[src/rtl/sbrf_pkg.sv]
package sbrf_pkg;
  typedef enum logic [1:0] {
    SZ_WORD = 2'b00,
    SZ_LO   = 2'b01,
    SZ_HI   = 2'b10,
    SZ_BAD  = 2'b11
  } acc_size_e;

  function automatic logic acc_legal(input acc_size_e sz, input logic is_gp);
    return (sz == SZ_WORD) || (is_gp && (sz == SZ_LO || sz == SZ_HI));
  endfunction
endpackage

[src/rtl/sbrf_bank.sv]
module sbrf_bank
  import sbrf_pkg::*;
#(
  parameter int DATA_W   = 16,
  parameter int NUM_GP   = 4,
  parameter int NUM_REGS = 8,
  parameter int SEL_W    = 3
) (
  input  logic                             clk_i,
  input  logic                             rst_ni,
  input  logic                             wr_en_i,
  input  logic [SEL_W-1:0]                 wr_sel_i,
  input  acc_size_e                        wr_size_i,
  input  logic [DATA_W-1:0]                wr_data_i,
  output logic                             wr_illegal_o,
  output logic [NUM_REGS-1:0][DATA_W-1:0]  regs_o
);
  localparam int BYTE_W = DATA_W / 2;

  logic                is_gp;
  logic                legal;
  logic [NUM_REGS-1:0] we_lo;
  logic [NUM_REGS-1:0] we_hi;
  logic [BYTE_W-1:0]   hi_src;

  assign is_gp        = ({1'b0, wr_sel_i} < (SEL_W+1)'(NUM_GP));
  assign legal        = acc_legal(wr_size_i, is_gp);
  assign wr_illegal_o = wr_en_i && !legal;
  // high-byte writes take the byte from the low lane
  assign hi_src = (wr_size_i == SZ_HI) ? wr_data_i[BYTE_W-1:0] : wr_data_i[DATA_W-1:BYTE_W];

  for (genvar i = 0; i < NUM_REGS; i++) begin : g_reg
    logic hit;
    assign hit      = wr_en_i && legal && (wr_sel_i == SEL_W'(i));
    assign we_lo[i] = hit && (wr_size_i == SZ_WORD || wr_size_i == SZ_LO);
    assign we_hi[i] = hit && (wr_size_i == SZ_WORD || wr_size_i == SZ_HI);

    always_ff @(posedge clk_i or negedge rst_ni) begin
      if (!rst_ni) begin
        regs_o[i] <= '0;
      end else begin
        if (we_lo[i]) regs_o[i][BYTE_W-1:0]      <= wr_data_i[BYTE_W-1:0];
        if (we_hi[i]) regs_o[i][DATA_W-1:BYTE_W] <= hi_src;
      end
    end

    assert_low_keeps_high_R3: assert property (@(posedge clk_i) disable iff (!rst_ni)
      (we_lo[i] && !we_hi[i]) |=> $stable(regs_o[i][DATA_W-1:BYTE_W]));
    assert_high_keeps_low_R4: assert property (@(posedge clk_i) disable iff (!rst_ni)
      (we_hi[i] && !we_lo[i]) |=> $stable(regs_o[i][BYTE_W-1:0]));
    if (i >= NUM_GP) begin : g_ptr_chk
      assert_ptr_word_only_R6: assert property (@(posedge clk_i) disable iff (!rst_ni)
        we_lo[i] == we_hi[i]);
    end
  end
endmodule

[src/rtl/sbrf_rd_port.sv]
module sbrf_rd_port
  import sbrf_pkg::*;
#(
  parameter int DATA_W   = 16,
  parameter int NUM_GP   = 4,
  parameter int NUM_REGS = 8,
  parameter int SEL_W    = 3
) (
  input  logic [NUM_REGS-1:0][DATA_W-1:0] regs_i,
  input  logic [SEL_W-1:0]                sel_i,
  input  acc_size_e                       size_i,
  output logic [DATA_W-1:0]               data_o,
  output logic                            illegal_o
);
  localparam int BYTE_W = DATA_W / 2;

  logic              is_gp;
  logic [DATA_W-1:0] word;

  assign is_gp     = ({1'b0, sel_i} < (SEL_W+1)'(NUM_GP));
  assign illegal_o = !acc_legal(size_i, is_gp);
  assign word      = regs_i[sel_i];

  always_comb begin
    data_o = '0;
    if (!illegal_o) begin
      unique case (size_i)
        SZ_WORD: data_o = word;
        SZ_LO:   data_o = {{BYTE_W{1'b0}}, word[BYTE_W-1:0]};
        SZ_HI:   data_o = {{BYTE_W{1'b0}}, word[DATA_W-1:BYTE_W]};
        default: data_o = '0;
      endcase
    end
  end
endmodule

[src/rtl/sbrf_flags.sv]
module sbrf_flags #(
  parameter int              DATA_W    = 16,
  parameter logic [DATA_W-1:0] FLAG_MASK = 16'h0FD5
) (
  input  logic              clk_i,
  input  logic              rst_ni,
  input  logic              wr_i,
  input  logic [DATA_W-1:0] wdata_i,
  input  logic [DATA_W-1:0] upd_mask_i,
  input  logic [DATA_W-1:0] upd_val_i,
  output logic [DATA_W-1:0] flags_o
);
  logic [DATA_W-1:0] base;
  logic [DATA_W-1:0] nxt;

  assign base = wr_i ? wdata_i : flags_o;
  // per-flag update wins over a word load
  assign nxt  = ((base & ~upd_mask_i) | (upd_val_i & upd_mask_i)) & FLAG_MASK;

  always_ff @(posedge clk_i or negedge rst_ni) begin
    if (!rst_ni) flags_o <= '0;
    else         flags_o <= nxt;
  end

  assert_unused_zero_R8: assert property (@(posedge clk_i) disable iff (!rst_ni)
    (wr_i || |upd_mask_i) |=> ((flags_o & ~FLAG_MASK) == '0));
  assert_update_lands_R9: assert property (@(posedge clk_i) disable iff (!rst_ni)
    (|upd_mask_i) |=> (((flags_o ^ $past(upd_val_i)) & $past(upd_mask_i) & FLAG_MASK) == '0));
  assert_flags_hold_R10: assert property (@(posedge clk_i) disable iff (!rst_ni)
    (!wr_i && upd_mask_i == '0) |=> $stable(flags_o));
endmodule

[src/rtl/split_byte_regfile.sv]
module split_byte_regfile
  import sbrf_pkg::*;
#(
  parameter int                DATA_W    = 16,
  parameter int                NUM_GP    = 4,
  parameter int                NUM_PTR   = 4,
  parameter int                SEL_W     = $clog2(NUM_GP + NUM_PTR),
  parameter logic [DATA_W-1:0] FLAG_MASK = 16'h0FD5
) (
  input  logic              clk_i,
  input  logic              rst_ni,
  input  logic              wr_en_i,
  input  logic [SEL_W-1:0]  wr_sel_i,
  input  logic [1:0]        wr_size_i,
  input  logic [DATA_W-1:0] wr_data_i,
  output logic              wr_illegal_o,
  input  logic [SEL_W-1:0]  rd0_sel_i,
  input  logic [1:0]        rd0_size_i,
  output logic [DATA_W-1:0] rd0_data_o,
  output logic              rd0_illegal_o,
  input  logic [SEL_W-1:0]  rd1_sel_i,
  input  logic [1:0]        rd1_size_i,
  output logic [DATA_W-1:0] rd1_data_o,
  output logic              rd1_illegal_o,
  input  logic              flags_wr_i,
  input  logic [DATA_W-1:0] flags_wdata_i,
  input  logic [DATA_W-1:0] flags_upd_mask_i,
  input  logic [DATA_W-1:0] flags_upd_val_i,
  output logic [DATA_W-1:0] flags_o
);
  localparam int NUM_REGS = NUM_GP + NUM_PTR;
  localparam int BYTE_W   = DATA_W / 2;

  logic [NUM_REGS-1:0][DATA_W-1:0] regs_q;

  sbrf_bank #(
    .DATA_W(DATA_W), .NUM_GP(NUM_GP), .NUM_REGS(NUM_REGS), .SEL_W(SEL_W)
  ) i_bank (
    .clk_i       (clk_i),
    .rst_ni      (rst_ni),
    .wr_en_i     (wr_en_i),
    .wr_sel_i    (wr_sel_i),
    .wr_size_i   (acc_size_e'(wr_size_i)),
    .wr_data_i   (wr_data_i),
    .wr_illegal_o(wr_illegal_o),
    .regs_o      (regs_q)
  );

  sbrf_rd_port #(
    .DATA_W(DATA_W), .NUM_GP(NUM_GP), .NUM_REGS(NUM_REGS), .SEL_W(SEL_W)
  ) i_rd0 (
    .regs_i   (regs_q),
    .sel_i    (rd0_sel_i),
    .size_i   (acc_size_e'(rd0_size_i)),
    .data_o   (rd0_data_o),
    .illegal_o(rd0_illegal_o)
  );

  sbrf_rd_port #(
    .DATA_W(DATA_W), .NUM_GP(NUM_GP), .NUM_REGS(NUM_REGS), .SEL_W(SEL_W)
  ) i_rd1 (
    .regs_i   (regs_q),
    .sel_i    (rd1_sel_i),
    .size_i   (acc_size_e'(rd1_size_i)),
    .data_o   (rd1_data_o),
    .illegal_o(rd1_illegal_o)
  );

  sbrf_flags #(
    .DATA_W(DATA_W), .FLAG_MASK(FLAG_MASK)
  ) i_flags (
    .clk_i     (clk_i),
    .rst_ni    (rst_ni),
    .wr_i      (flags_wr_i),
    .wdata_i   (flags_wdata_i),
    .upd_mask_i(flags_upd_mask_i),
    .upd_val_i (flags_upd_val_i),
    .flags_o   (flags_o)
  );

  assert_word_write_R2: assert property (@(posedge clk_i) disable iff (!rst_ni)
    (wr_en_i && wr_size_i == 2'b00) |=> (regs_q[$past(wr_sel_i)] == $past(wr_data_i)));
  assert_illegal_no_write_R6: assert property (@(posedge clk_i) disable iff (!rst_ni)
    wr_illegal_o |=> $stable(regs_q));
  assert_idle_no_write_R10: assert property (@(posedge clk_i) disable iff (!rst_ni)
    !wr_en_i |=> $stable(regs_q));
  assert_byte_read_zext_R5: assert property (@(posedge clk_i) disable iff (!rst_ni)
    (rd0_size_i inside {2'b01, 2'b10}) |-> (rd0_data_o[DATA_W-1:BYTE_W] == '0));
endmodule

[config.mk]
export PLATFORM = sky130hd
export DESIGN_NAME = split_byte_regfile
export DESIGN_NICKNAME = d
export VERILOG_FILES = /design/src/rtl/sbrf_pkg.sv /design/src/rtl/sbrf_bank.sv /design/src/rtl/sbrf_rd_port.sv /design/src/rtl/sbrf_flags.sv /design/src/rtl/split_byte_regfile.sv
export SDC_FILE = /design/constraint.sdc
export NUM_CORES = 1
export LEC_CHECK = 0
export CAP_MARGIN = 25
export CORE_ASPECT_RATIO = 1.5
export CORE_MARGIN = 5
export CORE_UTILIZATION = 40
export CTS_BUF_LIST = sky130_fd_sc_hd__clkbuf_16
export DETAILED_ROUTE_END_ITERATION = 8
export HOLD_SLACK_MARGIN = 0.12
export PLACE_DENSITY = 0.62
export SYNTH_ARGS = -nofsm -noshare
export SYNTH_HDL_FRONTEND = slang
export SYNTH_HIERARCHICAL = 1
export SYNTH_SLANG_ARGS = --single-unit
[constraint.sdc]
create_clock -name clk_i -period 1.32 [get_ports clk_i]
set_clock_uncertainty 0.15 [all_clocks]
set_input_delay 0.132 -clock clk_i [delete_from_list [all_inputs] [get_ports clk_i]]
set_output_delay 0.132 -clock clk_i [all_outputs]
set_load 0.03 [all_outputs]
Word level (Yosys, flattened, before mapping):

Index checks and enable logic that the tools add are counted.

* output and inout bits: 51
* word-level logic and storage cells: 93
* bits in registers: 137
* input bits: 83

* equality and inequality tests: 13
* magnitude comparators: 5
* reductions and logical operators: 44
* multiplexer cells: 10
* bitwise logic cells: 4

Operators with widths (count)
* $bmux W16 S3: 2
* $pmux W16 S3: 2
* $mux W16: 4
* $logic_and A1 B1 Y1: 29
* $and A12 B12 Y12: 2
* $eq A3 B3 Y1 const B: 4
* $mux W12: 1
* $not A12 Y12: 1
* $or A12 B12 Y12: 1
* $lt A3 B3 Y1 const B: 3
* $logic_or A1 B1 Y1: 8
* $lt A3 B4 Y1 const B: 2
* $mux W8: 1
* $eq A2 B1 Y1 const B: 3
* $eq A2 B2 Y1 const B: 3
* $eq A3 B2 Y1 const B: 2
* $logic_not A2 Y1: 3
* $eq A3 B1 Y1 const B: 1
* $logic_not A1 Y1: 3
* $logic_not A3 Y1: 1

Depth between registers and ports, before layout:

Gate-level depths: netlist of the first run.

* depth in word-level cells: 7
* depth in mapped cells: 7
* mapped depth without buffers: 5

Cells and area by module:

Netlist of the first run, hierarchy kept.

Modules (own cells, without submodules)
* sbrf_bank: instances 1, area each 5152.4 um^2, sequential area each 3203.1 um^2, cells an instance 301
* sbrf_rd_port: instances 2, area each 1202.4 um^2, sequential area each 0.0 um^2, cells an instance 117
* sbrf_flags: instances 1, area each 461.7 um^2, sequential area each 225.2 um^2, cells an instance 45

Worst setup path before layout of the first run:

Ideal clock, no wire load.

* kind: input-to-output
* from: input rd0_size_i[0]
* to: output rd0_data_o[0]
* buffers on the path: 0
* data arrival time: 1660 ps
* data required time: 1038 ps
* stages on the path: 5
* slack: -622 ps
* path through: inv_1 ha_1 nor2b_2 o211ai_1 o32ai_1

* word-level cells in the longest chain between the ends: 5

RTL lines
* from (decl): line split_byte_regfile.sv:18 `input logic [1:0] rd0_size_i,`
* $eq A2 B1 Y1 or $eq A2 B2 Y1 (tied branches): line sbrf_pkg.sv:10, sbrf_rd_port.sv:27
* $logic_or A1 B1 Y1: line sbrf_pkg.sv:10 `return (sz == SZ_WORD) || (is_gp && (sz == SZ_LO || sz == SZ_HI));`
* $logic_and A1 B1 Y1: line sbrf_pkg.sv:10
* $logic_or A1 B1 Y1: line sbrf_pkg.sv:10
* $mux W16 (*): line sbrf_rd_port.sv:26 `if (!illegal_o) begin`
* to (decl): line split_byte_regfile.sv:19 `output logic [DATA_W-1:0] rd0_data_o,`

Mark *: on every way between the ends. The rest lies on a longest branch, timed or not.

Final worst setup path of the first run:

* from: register i_bank/regs_o[58] (netlist bit)
* to: output rd0_data_o[10]

* word-level cells in the longest chain between the ends: 4

RTL lines
* from (decl): line sbrf_bank.sv:16 `output logic [NUM_REGS-1:0][DATA_W-1:0] regs_o`
* from (signal, indexed assignment): line sbrf_bank.sv:42 `if (we_lo[i]) regs_o[i][BYTE_W-1:0] <= wr_data_i[BYTE_W-1:0];`
* from (signal, indexed assignment): line sbrf_bank.sv:43 `if (we_hi[i]) regs_o[i][DATA_W-1:BYTE_W] <= hi_src;`
* $bmux W16 S3: line sbrf_rd_port.sv:22 `assign word = regs_i[sel_i];`
* $mux W16 (implied by the code): line sbrf_rd_port.sv:22
* $pmux W16 S3: line sbrf_rd_port.sv:27 `unique case (size_i)`
* $mux W16: line sbrf_rd_port.sv:26

No other way between the ends. The select of a mux whose other input is x is not followed.

==> results.py, run 1 <==
metrics = {
    "synth": {
        "yosysUniqueCellTypes": 38,
        "synth.ff_latch_count": 137,
        "netlist_top_cells_area": "dfrtp_1 43%, mux2_2 21%, mux4_2 9.0%, mux2_4 4.5%, mux2_1 3.8%",
        "syn-cell-area_sq_mm": 0.00802,
        "syn-mean-instance-area_sq_um": 13.8,
        "synth_top_area_frac": 0.428,
        "synth.yosys.seq_area_share": 0.428,
        "yosysTopAreaCell": "dfrtp_1",
        "synthCells": 580,
        "synthesis.yosys.warnings": 6,
    },
    "sta": {
        "post-route-min-period_ns": 2.28,
        "fin_hold_ws_ns": 0.0252,
        "fmax_ghz": 0.439,
        "fin_ws_ns": -0.958,
        "setup_tns_ns": -28.96,
        "drv_slew": 0,
        "setup_viol": 96,
        "rsz0062_at_grt": "true",
        "hold_viol": 0,
        "final.period_utilization": 1.73,
    },
    "power_and_ir_drop": {
        "report.power.total_mw": 17.1,
        "power.density_mw_per_mm2": 1330,
        "peakVddDrop_uv": 983,
        "leakage_nw": 5.75,
    },
    "finish": {
        "final_nets": 962,
        "largest_register_ffs": 128,
        "largest-register": "i_bank/regs_o",
        "final_util": 0.650,
        "drive_above_1_share": 0.645,
        "insertedDiodeCount": 0,
        "syn_to_final_growth_pct": 60.3,
        "stdcell_area_sq_mm": 0.0129,
        "top_regs": "i_bank/regs_o (128)",
    },
    "hold_path": {
        "hp-class": "input pin to async pin",
    },
    "setup_path": {
        "crit_start": "i_bank/regs_o[58]",
        "cp_data_required_time_ns": 1.04,
        "crit_top_cell": "buf_6",
        "arrival_ns": 2.00,
        "path_cells": "buf_6 > mux4_2 > mux2i_4 > buf_6 > nor2_4 > buf_6",
        "critical_path.top_delay_family": "multiplexers",
        "crit_type": "flop to output pin",
        "slowest_delay_ns": 0.51,
        "reg2reg_from": "i_bank/regs_o[40]",
        "cp_slowest_cell": "mux4_2",
        "reg2regPathDepth": 3,
        "crit_buf_inv": 3,
        "crit_fanout": 2,
        "crit_cells": 6,
        "worst_setup_path_end_kind": "output pin",
        "start_kind": "flop",
    },
    "run": {
        "drv_cap": 0,
    },
    "floorplan": {
        "dieWidth_um": 126,
        "fp.dieH_um": 183,
        "die_area_sq_mm": 0.0230,
        "start_util": 0.405,
        "ios": 134,
        "core_area_sq_mm": 0.0198,
        "row_count": 63,
    },
    "clock_network": {
        "cts_tree": "done",
        "clockBufferDepth": 2,
        "insertion_delay_ns": 0.42,
        "path_clk_slew_ns": 0.06,
        "h-tree-depth": 4,
        "cts_hold_buf": 8,
        "numCtsBuffers": 17,
        "cts_root_buf": "clkbuf_16",
        "cts.sinks": 137,
    },
    "routing": {
        "dr_total_vias": 6284,
        "drt-total-wl_um": 26900,
        "drt_iter0_markers": 382,
        "viasPerCell": 5.51,
        "ant_nets": 0,
        "first_pass_iters": 4,
        "drt-wirelength-per-cell_um": 23.6,
        "route.detailed.drc": 0,
    },
    "place": {
        "dp_hpwl_um": 18900,
        "place_area_sq_mm": 0.0115,
        "gp_congestion": 0.879,
        "io_buffers": 105,
    },
    "global_routing": {
        "antenna_found_initial": 0,
        "grt_max_degree": 45,
        "grt_pass1_vias": 7032,
        "overflow": 0,
        "track_usage": 0.235,
        "grt_pass1_wl_um": 41300,
    },
    "run_status": {
        "failed_checks": "setup timing",
        "status": "complete, but fails checks",
    },
}
-- per-stage QoR --
step / worst slack, ns / cells
after global placement: -1.10 / 1080
final: -0.958 / 1141
after detailed placement: -1.13 / 1080
after floorplan: -0.480 / 586
after global routing: -1.01 / 1141
after CTS: -0.960 / 1141
-- synthesized netlist by cell type --
cell type	number
o32ai_1	16
dfrtp_1	137
ha_1	11
nor4_4	1
nor2_1	21
nor3b_1	1
nand2_1	14
buf_1	2
buf_6	10
or2_0	2
or3_1	1
nand2b_1	5
nand4b_1	1
o211ai_1	4
nor4b_4	2
conb_1	1
clkbuf_2	2
nor2b_2	2
or4b_1	1
mux2_1	27
mux2i_1	25
o22ai_1	32
clkbuf_1	2
or4_1	1
buf_2	11
or2_2	2
inv_1	10
mux4_2	32
mux2_4	24
buf_4	15
o21ai_1	9
mux2_2	149
nand3_1	1
a21oi_2	1
or4b_4	1
a21oi_1	1
nor2b_1	1
nor3b_2	2
-- power breakdown --
part	total, mW	internal (mW)	switching, mW	leakage, nW
clock network	5.10	3.17	1.93	0.303
logic	6.11	3.79	2.32	3.72
registers	5.87	5.14	0.730	1.73
-- worst reg2reg max path: stages (launching register included) --
cell     delay [ns]
dfrtp_1        0.40
buf_4          0.14
buf_4          0.12
mux2_4         0.26
-- timing repair --
action / in CTS / in global routing
resized for setup: 195 / 36
cloned: 4 / 1
endpoints found under the setup margin: 172 / 156
pin swaps: 19 / 12
endpoints found under the hold margin: 144 / 20
setup buffers: 21 / 7
-- final timing paths --
path	slack [ns]	end
max	-0.96	rd0_data_o[10]
min	0.03	i_bank/regs_o[19]
max reg2reg	0.14	i_bank/regs_o[40]
min reg2reg	0.37	i_bank/regs_o[64]
max in group asynchronous	0.43	i_bank/regs_o[108]
min in group clk_i	0.14	flop
-- placed cells by master, fill, tap and decap left out, types with 4 or more instances in the layout --
cell type,synthesis,final
mux2_1,27,24
mux2i_4,0,9
mux2i_1,25,13
mux2_4,24,112
dfrtp_1,137,137
buf_4,15,132
nor2_4,0,17
nor2_2,0,4
buf_2,11,13
buf_12,0,31
ha_4,0,4
dlygate4sd3_1,0,8
mux4_2,32,32
inv_12,0,4
clkbuf_2,2,5
bufinv_16,0,4
o22ai_1,32,31
nand2_1,14,13
buf_6,10,63
nand2b_1,5,4
ha_1,11,7
o21ai_1,9,9
inv_1,10,5
clkbuf_16,0,18
conb_1,1,7
clkdlybuf4s50_1,0,45
o32ai_4,0,13
mux2_2,149,64
o211ai_1,4,4
-- area by class of cell --
| cell class | count | area, sq um |
|---|---|---|
| clock buffers | 17 | 425 |
| clock inverters | 15 | 200 |
| fillers | 1418 | 6930 |
| inverters | 10 | 92.6 |
| multi-input cells | 397 | 5280 |
| flip-flops and latches | 137 | 3430 |
| well taps | 260 | 325 |
| repair buffers | 305 | 3100 |
-- layer usage --
layer / up-vias / routed length, um / GRT usage
met5: - / 0 / 0
met4: 0 / 969 / 0.104
met3: 64 / 1120 / 0.0462
met2: 205 / 14700 / 0.426
met1: 3237 / 10100 / 0.267
li1: 2778 / - / -
-- cells by family after synthesis --
logic type                 after synthesis  share of synthesized area
muxes                                  257                      0.413
and+or+nand+nor                         59                     0.0454
DFF                                    137                      0.428
AOI/OAI and AO/OA                       63                     0.0535
adders and majority gates               11                     0.0172
buffers and inverters                   52                     0.0428
other                                    1                   0.000468
Note: power is estimated with default switching activity, not from simulation.
==> inputs of run 2 (changes only) <==
--- a/config.mk
+++ b/config.mk
@@ -11,8 +11,9 @@
 export CORE_UTILIZATION = 40
 export CTS_BUF_LIST = sky130_fd_sc_hd__clkbuf_16
 export DETAILED_ROUTE_END_ITERATION = 8
-export HOLD_SLACK_MARGIN = 0.12
-export PLACE_DENSITY = 0.62
+export HOLD_SLACK_MARGIN = 0.15
+export PLACE_DENSITY = 0.6
+export RECOVER_POWER = 50
 export SYNTH_ARGS = -nofsm -noshare
 export SYNTH_HDL_FRONTEND = slang
 export SYNTH_HIERARCHICAL = 1
==> constraint.sdc (replaced) <==
create_clock -name clk_i -period 2.33 [get_ports clk_i]
set_clock_uncertainty 0.15 [all_clocks]
set_input_delay 0.233 -clock clk_i [delete_from_list [all_inputs] [get_ports clk_i]]
set_output_delay 0.233 -clock clk_i [all_outputs]
set_load 0.03 [all_outputs]
==> run 2 against run 1 <==
The flow now finishes without violations. Utilization is 9.3 points lower. Combinational power is 59% lower. Critical path type is now input pin to output pin. Register-to-register slack better by 1.2 ns. Highest routed layer unchanged. Power is 49% lower. Critical endpoint is now rd1_data_o[1].
==> results.py, run 2 (same netlist as run 1, synthesis figures left out) <==
metrics = {
    "sta": {
        "setup_viol": 0,
        "worstMarginPinSlew_ns": 1.46,
        "drv_slew": 0,
        "fin_hold_ws_ns": 0.213,
        "rsz0062_at_grt": "true",
        "hold_viol": 0,
        "post-route-min-period_ns": 2.29,
        "fmax_ghz": 0.437,
        "slew_headroom": 0.0267,
        "final.period_utilization": 0.981,
    },
    "floorplan": {
        "fp.dieH_um": 183,
        "dieWidth_um": 126,
        "row_count": 63,
        "core_area_sq_mm": 0.0198,
        "start_util": 0.405,
        "ios": 134,
        "die_area_sq_mm": 0.0230,
    },
    "finish": {
        "drive_above_1_share": 0.515,
        "final_util": 0.556,
        "largest-register": "i_bank/regs_o",
        "syn_to_final_growth_pct": 37.3,
        "layout_commonest_cell": "mux2_2",
        "insertedDiodeCount": 0,
        "largest_register_ffs": 128,
        "final_cell_mix": "149 x mux2_2, 137 x dfrtp_1, 87 x buf_4",
        "final_nets": 860,
        "stdcell_area_sq_mm": 0.0110,
        "top_regs": "i_bank/regs_o (128)",
    },
    "clock_network": {
        "cts_root_buf": "clkbuf_16",
        "h-tree-depth": 4,
        "path_clk_slew_ns": 0.06,
        "clockBufferDepth": 2,
        "cts.sinks": 137,
        "cts_tree": "done",
        "numCtsBuffers": 17,
        "insertion_delay_ns": 0.42,
    },
    "power_and_ir_drop": {
        "power.density_mw_per_mm2": 790,
        "leakage_nw": 4.89,
        "peakVddDrop_uv": 540,
    },
    "routing": {
        "route.detailed.drc": 0,
        "ant_nets": 0,
        "first_pass_iters": 4,
        "drt-total-wl_um": 23200,
        "drt-wirelength-per-cell_um": 22.4,
        "drt_iter0_markers": 423,
        "viasPerCell": 5.52,
        "dr_total_vias": 5727,
    },
    "setup_path": {
        "arrival_ns": 1.90,
        "slowest_delay_ns": 0.34,
        "cp_slowest_cell": "mux2_2",
        "start_kind": "input pin",
        "path_cells": "buf_2 > buf_12 > buf_6 > bufbuf_16 > mux2_2 > o22ai_1 > o32ai_2 > buf_4",
        "worst_setup_path_end_kind": "output pin",
        "crit_type": "input pin to output pin",
        "cp_data_required_time_ns": 1.95,
        "crit_fanout": 16,
    },
    "global_routing": {
        "grt_pass1_wl_um": 36900,
        "antenna_found_initial": 0,
        "grt_pass1_vias": 6569,
        "overflow": 0,
        "grt_max_degree": 57,
        "track_usage": 0.206,
    },
    "place": {
        "io_buffers": 105,
        "dp_hpwl_um": 17100,
        "place_area_sq_mm": 0.0100,
        "gp_congestion": 0.833,
    },
    "hold_path": {
        "hp-class": "input pin to flop",
    },
    "run_status": {
        "status": "finished, final reports clean",
    },
    "run": {
        "drv_cap": 0,
    },
}
## run 2: cell types whose count changed in the layout (fill, tap and decap cells not counted), sizes merged, moves of 2 or more
cell / delta
buf: -115
bufbuf: +2
clkbuf: -2
clkdlybuf4s50: +9
dlygate4sd2: +4
inv: -2
## run 2: timing repair
action | 4_1_cts | 5_1_grt
cloned | 3 | 0
setup endpoints to repair | 28 | 22
buffers inserted | 2 | 10
resized for setup | 58 | 22
hold buffers | 1 | 0
endpoints found under the hold margin | 114 | 0
pin swaps | 1 | 5
## run 2: worst paths after layout
check	to	start	cells after the start	slack (ns)
max reg2reg	i_bank/regs_o[126]	i_bank/regs_o[126]	2	1.29
min reg2reg	i_bank/regs_o[77]	i_bank/regs_o[77]	1	0.37
min	flop	flags_upd_val_i[9]	3	0.21
max in group asynchronous	i_bank/regs_o[101]	rst_ni	3	0.33
min in group asynchronous	i_bank/regs_o[17]	rst_ni	2	0.54
max	rd1_data_o[1]	rd1_sel_i[0]	8	0.04
## run 2: critical path, delay by kind of cell
family	cells	cell delay, ns
AOI/OAI and AO/OA	2	0.36
buffers and inverters	5	0.97
muxes	1	0.34
## run 2: layout make-up
cell class	instances	area, sq um
clock buffers	17	425
fillers	1644	8780
flip-flops and latches	137	3430
clock inverters	14	205
inverters	10	37.5
multi-input cells	397	4510
repair buffers	203	2070
well taps	260	325
## run 2: per-layer routing
layer,share of wire,track usage,vias to the layer above
li1,-,-,2572
met1,0.37,0.224,2924
met2,0.55,0.390,173
met3,0.044,0.0401,58
met4,0.034,0.0829,0
met5,0,0,-
## run 2: power breakdown
group | total (mW) | switching (mW) | internal (mW)
Sequential | 3.30 | 0.393 | 2.91
Clock | 2.90 | 1.02 | 1.88
Combinational | 2.50 | 1.01 | 1.49
## run 2: through the flow
step	setup slack, ns	total power, mW	TNS (ns)	std cells
floorplan	0.186	4.70	0	586
global placement	-0.294	5.52	-16.19	1000
detailed placement	-0.286	5.65	-18.01	1000
CTS	-0.0325	8.72	-0.0325	1037
global route	-0.0249	9.08	-0.0440	1038
finish	0.0437	8.70	0	1038
